$ cat src/rtl/sq_pkg.sv
package sq_pkg;
  localparam int unsigned N_CH = 2;

  // Per-channel strobes from control to datapath
  typedef struct packed {
    logic push;   // accepted write
    logic pop;    // drain with data present
    logic zero;   // drain on empty queue
    logic clear;  // empty the queue
    logic check;  // timer event: evaluate refill request
  } chStrobe_t;
endpackage

$ cat src/rtl/sq_ctrl.sv
module sq_ctrl
  import sq_pkg::*;
#(
  parameter int unsigned DEPTH  = 32,
  parameter int unsigned ADDR_W = 3,
  parameter int unsigned CNT_W  = $clog2(DEPTH + 1)
) (
  input  logic                           clk,
  input  logic                           rstN,
  input  logic                           wrEn,
  input  logic [ADDR_W-1:0]              wrAddr,
  input  logic [1:0]                     timerOvf,
  input  logic                           ctrlWe,
  input  logic [15:0]                    ctrlWord,
  input  logic [N_CH-1:0][CNT_W-1:0]     occ,
  output chStrobe_t [N_CH-1:0]           strobe,
  output logic [N_CH-1:0]                timerSel
);
  localparam int unsigned CH_BIT = 2;

  for (genvar ch = 0; ch < N_CH; ch++) begin : g_ch
    localparam int unsigned SEL_POS = 10 + 4 * ch;
    localparam int unsigned CLR_POS = 11 + 4 * ch;

    logic hitWr, hitOvf, isEmpty, isFull, doClear;

    always_ff @(posedge clk) begin
      if (!rstN) timerSel[ch] <= 1'b0;
      else if (ctrlWe) timerSel[ch] <= ctrlWord[SEL_POS];
    end

    always_comb begin
      hitWr   = wrEn && (wrAddr[CH_BIT] == 1'(ch));
      hitOvf  = timerOvf[timerSel[ch]];
      isEmpty = (occ[ch] == '0);
      isFull  = (occ[ch] == CNT_W'(DEPTH));
      doClear = ctrlWe && ctrlWord[CLR_POS];
      strobe[ch].clear = doClear;
      strobe[ch].push  = hitWr && !isFull && !doClear;
      strobe[ch].pop   = hitOvf && !isEmpty && !doClear;
      strobe[ch].zero  = hitOvf && isEmpty && !doClear;
      strobe[ch].check = |timerOvf;
    end
  end
endmodule

$ cat src/rtl/sq_datapath.sv
module sq_datapath
  import sq_pkg::*;
#(
  parameter int unsigned DEPTH    = 32,
  parameter int unsigned DATA_W   = 8,
  parameter int unsigned LOW_MARK = 16,
  parameter int unsigned CNT_W    = $clog2(DEPTH + 1)
) (
  input  logic                           clk,
  input  logic                           rstN,
  input  chStrobe_t [N_CH-1:0]           strobe,
  input  logic [DATA_W-1:0]              wrData,
  output logic [N_CH-1:0][DATA_W-1:0]    sample,
  output logic [N_CH-1:0][CNT_W-1:0]     occ,
  output logic [N_CH-1:0]                dmaReq
);
  localparam int unsigned PTR_W = $clog2(DEPTH);

  for (genvar ch = 0; ch < N_CH; ch++) begin : g_ch
    logic [DATA_W-1:0] store [DEPTH];
    logic [PTR_W-1:0]  rdPtr;
    logic [PTR_W-1:0]  wrPtr;
    logic [CNT_W-1:0]  occNext;

    always_comb begin
      wrPtr = rdPtr + occ[ch][PTR_W-1:0];
      if (strobe[ch].clear) occNext = '0;
      else occNext = occ[ch] + CNT_W'(strobe[ch].push) - CNT_W'(strobe[ch].pop);
    end

    always_ff @(posedge clk) begin
      if (strobe[ch].push) store[wrPtr] <= wrData;
    end

    always_ff @(posedge clk) begin
      if (!rstN) begin
        rdPtr      <= '0;
        occ[ch]    <= '0;
        sample[ch] <= '0;
        dmaReq[ch] <= 1'b0;
      end else begin
        occ[ch]    <= occNext;
        dmaReq[ch] <= strobe[ch].check && (occNext < CNT_W'(LOW_MARK));
        if (strobe[ch].clear) rdPtr <= '0;
        else if (strobe[ch].pop) rdPtr <= rdPtr + 1'b1;
        if (strobe[ch].pop) sample[ch] <= store[rdPtr];
        else if (strobe[ch].zero) sample[ch] <= '0;
      end
    end
  end
endmodule

$ cat src/rtl/sample_queue_pair.sv
module sample_queue_pair
  import sq_pkg::*;
#(
  parameter int unsigned DEPTH    = 32,
  parameter int unsigned DATA_W   = 8,
  parameter int unsigned LOW_MARK = 16,
  parameter int unsigned ADDR_W   = 3
) (
  input  logic              clk,
  input  logic              rstN,
  input  logic              wrEn,
  input  logic [ADDR_W-1:0] wrAddr,
  input  logic [DATA_W-1:0] wrData,
  input  logic [1:0]        timerOvf,
  input  logic              ctrlWe,
  input  logic [15:0]       ctrlWord,
  output logic [DATA_W-1:0] sampleA,
  output logic [DATA_W-1:0] sampleB,
  output logic [DATA_W-1:0] mixOut,
  output logic              dmaReqA,
  output logic              dmaReqB
);
  localparam int unsigned CNT_W = $clog2(DEPTH + 1);

  chStrobe_t [N_CH-1:0]        strobe;
  logic [N_CH-1:0][CNT_W-1:0]  occ;
  logic [N_CH-1:0][DATA_W-1:0] sample;
  logic [N_CH-1:0]             dmaReq;
  logic [N_CH-1:0]             timerSel;
  logic [DATA_W:0]             mixSum;

  sq_ctrl #(.DEPTH(DEPTH), .ADDR_W(ADDR_W), .CNT_W(CNT_W)) i_ctrl (
    .clk(clk), .rstN(rstN), .wrEn(wrEn), .wrAddr(wrAddr), .timerOvf(timerOvf),
    .ctrlWe(ctrlWe), .ctrlWord(ctrlWord), .occ(occ), .strobe(strobe),
    .timerSel(timerSel)
  );

  sq_datapath #(.DEPTH(DEPTH), .DATA_W(DATA_W), .LOW_MARK(LOW_MARK), .CNT_W(CNT_W)) i_data (
    .clk(clk), .rstN(rstN), .strobe(strobe), .wrData(wrData),
    .sample(sample), .occ(occ), .dmaReq(dmaReq)
  );

  assign mixSum  = {sample[0][DATA_W-1], sample[0]} + {sample[1][DATA_W-1], sample[1]};
  assign mixOut  = mixSum[DATA_W:1];
  assign sampleA = sample[0];
  assign sampleB = sample[1];
  assign dmaReqA = dmaReq[0];
  assign dmaReqB = dmaReq[1];
endmodule

$ cat config.mk
export PLATFORM = sky130hd
export DESIGN_NAME = sample_queue_pair
export DESIGN_NICKNAME = d
export VERILOG_FILES = /design/src/rtl/sq_pkg.sv /design/src/rtl/sq_ctrl.sv /design/src/rtl/sq_datapath.sv /design/src/rtl/sample_queue_pair.sv
export SDC_FILE = /design/constraint.sdc
export NUM_CORES = 1
export LEC_CHECK = 0
export BUFFER_PORTS_ARGS = -buffer_cell sky130_fd_sc_hd__buf_2
export CORE_AREA = 2 2 258 260
export DETAILED_ROUTE_END_ITERATION = 8
export DIE_AREA = 0 0 260 262
export GPL_ROUTABILITY_DRIVEN = 0
export GPL_TIMING_DRIVEN = 1
export PLACE_DENSITY = 0.58
export SKIP_CTS_REPAIR_TIMING = 1
export SLEW_MARGIN = 25
export SYNTH_ARGS = -nofsm -noshare
export SYNTH_HDL_FRONTEND = slang
export SYNTH_SLANG_ARGS = --single-unit
$ cat constraint.sdc
create_clock -name clk -period 5.09 [get_ports clk]
set_input_delay 0.509 -clock clk [delete_from_list [all_inputs] [get_ports clk]]
set_output_delay 0.509 -clock clk [all_outputs]
set_load 0.02 [all_outputs]
==> summary by stage <==
Die
The total core area is about 65,000 um2. Measured along the y axis, the die boundary spans ~260 um. The number of ports placed on the die boundary is 59. The chip width is approximately 260 um.

Row generation in the floorplan step produced between 90 and 100 rows. The total die area is between 60,000 and 70,000 um2. For this configuration, the core starts out at a cell density of 0.349.

Timing
Headroom to the max-slew limit came out at 0.332. The number of slew-limit violations in the final report is 0. The setup violation total in the final timing report is 0. At the pin with the least slew margin, the transition time is roughly 1 ns.

The fmax is roughly 300 MHz. Across the routed clock network, the largest skew measured is between 0.009 and 0.01 ns. The time the worst path needs with I/O delays and setup is ~3.3 ns. Summed over all failing endpoints, the final setup total negative slack is 0 ns. The final-report hold violation count was 0.

The fraction of the cycle the final worst path needs is 0.644. Setup repair after global routing left no endpoint under its margin.

Yosys
In the synthesized netlist the async set-or-reset flop fraction comes to 0. Dividing the synthesized area by the synthesized cell count gives between 15 and 20 um2. The number of warnings printed during yosys synthesis is 0. The post-synthesis net count is around 1,300. The share of the Yosys chip area taken by registers is 0.721. Synthesis instantiated 56 different standard cells from the library. The number of enable flip-flop cells after synthesis is between 500 and 600. Summing every instance area after synthesis gives approximately 23,000 um2. After technology mapping, the gate count stands at between 1,000 and 1,500. For this run, the leading register cell type out of synthesis is edfxtp_1. The synthesized design contains approximately 560 register bits.

Worst setup path
Data arrives at the worst endpoint at ~3.5 ns. For the worst flop-to-flop path, the logic depth is 7. The worst register-to-register path ends at i_data.g_ch[0].store[27][0]. The largest individual stage delay along the critical path comes from the cell nor2_1. The critical setup path kind is flip-flop to flip-flop. The maximum fanout along the worst path is 8. The data required time of the worst path is approximately 5.3 ns. Broken down by cell family, the worst path's largest delay share belongs to simple AND/OR/NAND/NOR gates. Setup slack on the worst reg-to-reg path comes out at 1.81 ns. The startpoint identified for the worst register-to-register timing path is i_data.g_ch[0].rdPtr[0]. Counting both buffers and inverters, the worst setup path holds a total of 0. In this design, the stage delay of the slowest critical-path cell is roughly 0.80 ns. The critical path goes through ha_1, fa_1, a21o_1, a21oi_1, xor2_1, nand3_1, nor2_1. STA classifies the critical path startpoint as a flip-flop.

The endpoint type of the worst setup path is a flip-flop.

Layout
Compared with the post-synthesis result, the final layout area differs by 13.4%. Leaving out fill and tap cells, the most frequent cell in the layout is edfxtp_1. Fill cells in the final layout number around 5,800. The repair_antennas step left the layout with diodes totalling 0. The number of nets in the layout is between 1,000 and 1,500. The share of cells above drive strength 1 is 0.215. Leaving out fill and tap cells, the most frequent cells in the layout are 512 x edfxtp_1, 122 x mux4_2, 107 x nor2_1.

Once layout is complete, the utilization of the core stands at 0.395.

Worst hold path
The worst hold path was traced through 3 stages. For hold timing, the worst endpoint is i_ctrl.timerSel[0]. The worst hold-check path type is input pin to flip-flop. The startpoint of the tightest hold check path is ctrlWord[10].

Clock network
The clock-pin slew reported for the worst setup and hold paths after clock tree synthesis is ~0.06 ns. TritonCTS built the clock tree. The maximum buffer depth of the clock tree is 3. The clock tree root driver cell is clkbuf_16. TritonCTS created 55 clock buffers. The clock net sink count is 564. The number of H-tree branching levels is 2. The clock network latency to the later pin of the worst-skew pair is about 0.60 ns.

Global route
The initial antenna violation count is 1. The first global-routing pass estimated 72,300 um of wire. Summed over all layers, the global routing overflow is 0. The global routing usage summed across all routing layers is 0.144. The largest net degree at the start of global routing is 65.

The number of global-route vias before repair is 11,300.

Routing
The post-detailed-route DRC marker count is 0. In this run the remaining antenna-violating nets after routing total 0. Using the TritonRoute via totals, the vias-per-cell ratio works out to slightly above 5. The detailed router finished its first iteration with between 800 and 900 violations. The detailed router placed roughly 11,000 vias in this run.

Dividing the detail-routed wire length by the instance count gives around 22 um. For this run, the detailed router's first-pass iteration total came to 5. After detailed routing, the total wire length is approximately 48,000 um.

Flow run
Max-cap violations in this run came to 0.

Placement
The number of buffers inserted by port buffering is 44. The detailed-placement wirelength estimate is 29,700 um.

Power and ir drop
Summing internal, switching and leakage power gives roughly 11,000 uW. The cell area power density is roughly 440 nW/um2. The worst-case IR drop observed on VDD is 0.260 mV.

Summed over all cells, the static leakage comes to a little over 0.008 uW.

Run status
The run finished with clean final reports.
## cell type report
class / count / area (um2) / area share
sequential: 564 / 16400 / 0.637
timing repair buffer: 57 / 375 / 0.0145
multi-input combinational: 551 / 5980 / 0.232
clock buffer: 81 / 1580 / 0.0610
clock inverter: 23 / 282 / 0.0109
tap: 864 / 1080 / 0.0419
inverter: 22 / 82.6 / 0.00320
## synth_stat cells, types with 2 or more instances
library cell	number	area [um2]
edfxtp_1	512	15400
mux4_2	122	2750
nor2_1	109	409
mux2i_1	57	571
dfxtp_1	52	1040
ha_1	35	438
a211oi_1	30	225
inv_1	21	78.8
nand3_1	19	95.1
nor2b_1	19	119
xor2_1	17	149
buf_2	16	80.1
a211o_1	15	131
o22ai_1	15	93.8
clkbuf_1	13	48.8
nand2_1	13	48.8
xnor2_1	13	114
a21o_1	8	60.1
a21oi_1	8	40.0
nand4_1	7	43.8
and3_1	6	37.5
buf_6	6	67.6
mux4_1	6	158
buf_4	5	37.5
fa_1	5	100
nand3b_1	5	37.5
buf_1	4	15.0
a21boi_0	3	22.5
a221oi_1	3	26.3
and2_1	3	18.8
o21ai_0	3	15.0
a211oi_2	2	25.0
nand4b_1	2	17.5
nor3_1	2	10.0
o21a_1	2	15.0
o21bai_1	2	15.0
or2_1	2	12.5
or3b_2	2	17.5
or4_1	2	15.0
## tightest hold or removal path, cell delays in order
cell and delay [ns]:
buf_2 0.07, mux2i_1 0.06, nor2_1 0.07
## flip-flops by register name, indices dropped and copies added, names as in the netlist, named ones only
signal and flops:
i_data.g_ch.store 512, i_ctrl.timerSel 2, i_data.sample 16, i_data.dmaReq 2, i_data.occ 12, i_data.g_ch.rdPtr 10
## through the flow
step	instance area (um2)	hold slack [ns]	cells	worst slack [ns]
2_1_floorplan	22800	0.483	1183	2.38
3_3_place_gp	23900	0.498	2055	1.84
3_5_place_dp	23900	0.515	2057	1.74
4_1_cts	25800	0.112	2161	1.79
5_1_grt	25800	0.141	2162	1.61
6_report	25800	0.144	2162	1.81
## power breakdown
| group | internal, uW | switching [uW] | total (uW) |
|---|---|---|---|
| Combinational | 770 | 970 | 1740 |
| Clock | 2450 | 1700 | 4150 |
| Sequential | 5210 | 163 | 5370 |
| Total | 8430 | 2830 | 11300 |
## worst max-delay path by stage
stage | startpoint | end | slack (ns) | cells after the start
after global placement | ctrlWe | i_data.g_ch[0].store[8][4] | 1.84 | 6
after CTS | i_data.g_ch[0].rdPtr[0] | i_data.g_ch[0].store[10][3] | 1.79 | 7
final | i_data.g_ch[0].rdPtr[0] | i_data.g_ch[0].store[27][0] | 1.81 | 7
after detailed placement | ctrlWe | i_data.g_ch[0].store[10][3] | 1.74 | 6
after floorplan | i_data.occ[8] | i_data.dmaReq[1] | 2.38 | 12
after global routing | i_data.g_ch[0].rdPtr[0] | i_data.g_ch[0].store[24][7] | 1.61 | 7
## metal layers
layer	track usage	share of wire
met5	0	0.00027
met3	0.0330	0.067
met2	0.225	0.47
met4	0.0324	0.014
met1	0.207	0.45
## kinds of logic after synthesis
logic type	count (synthesis)	synth area share
XOR/XNOR	30	0.0115
buffers and inverters	68	0.0158
flip-flops	564	0.721
adder cells (fa/ha/maj)	40	0.0236
AO/OA/AOI/OAI	98	0.0332
multiplexers	185	0.153
AND/OR/NAND/NOR	198	0.0417
Note: power is estimated with default switching activity, not from simulation.
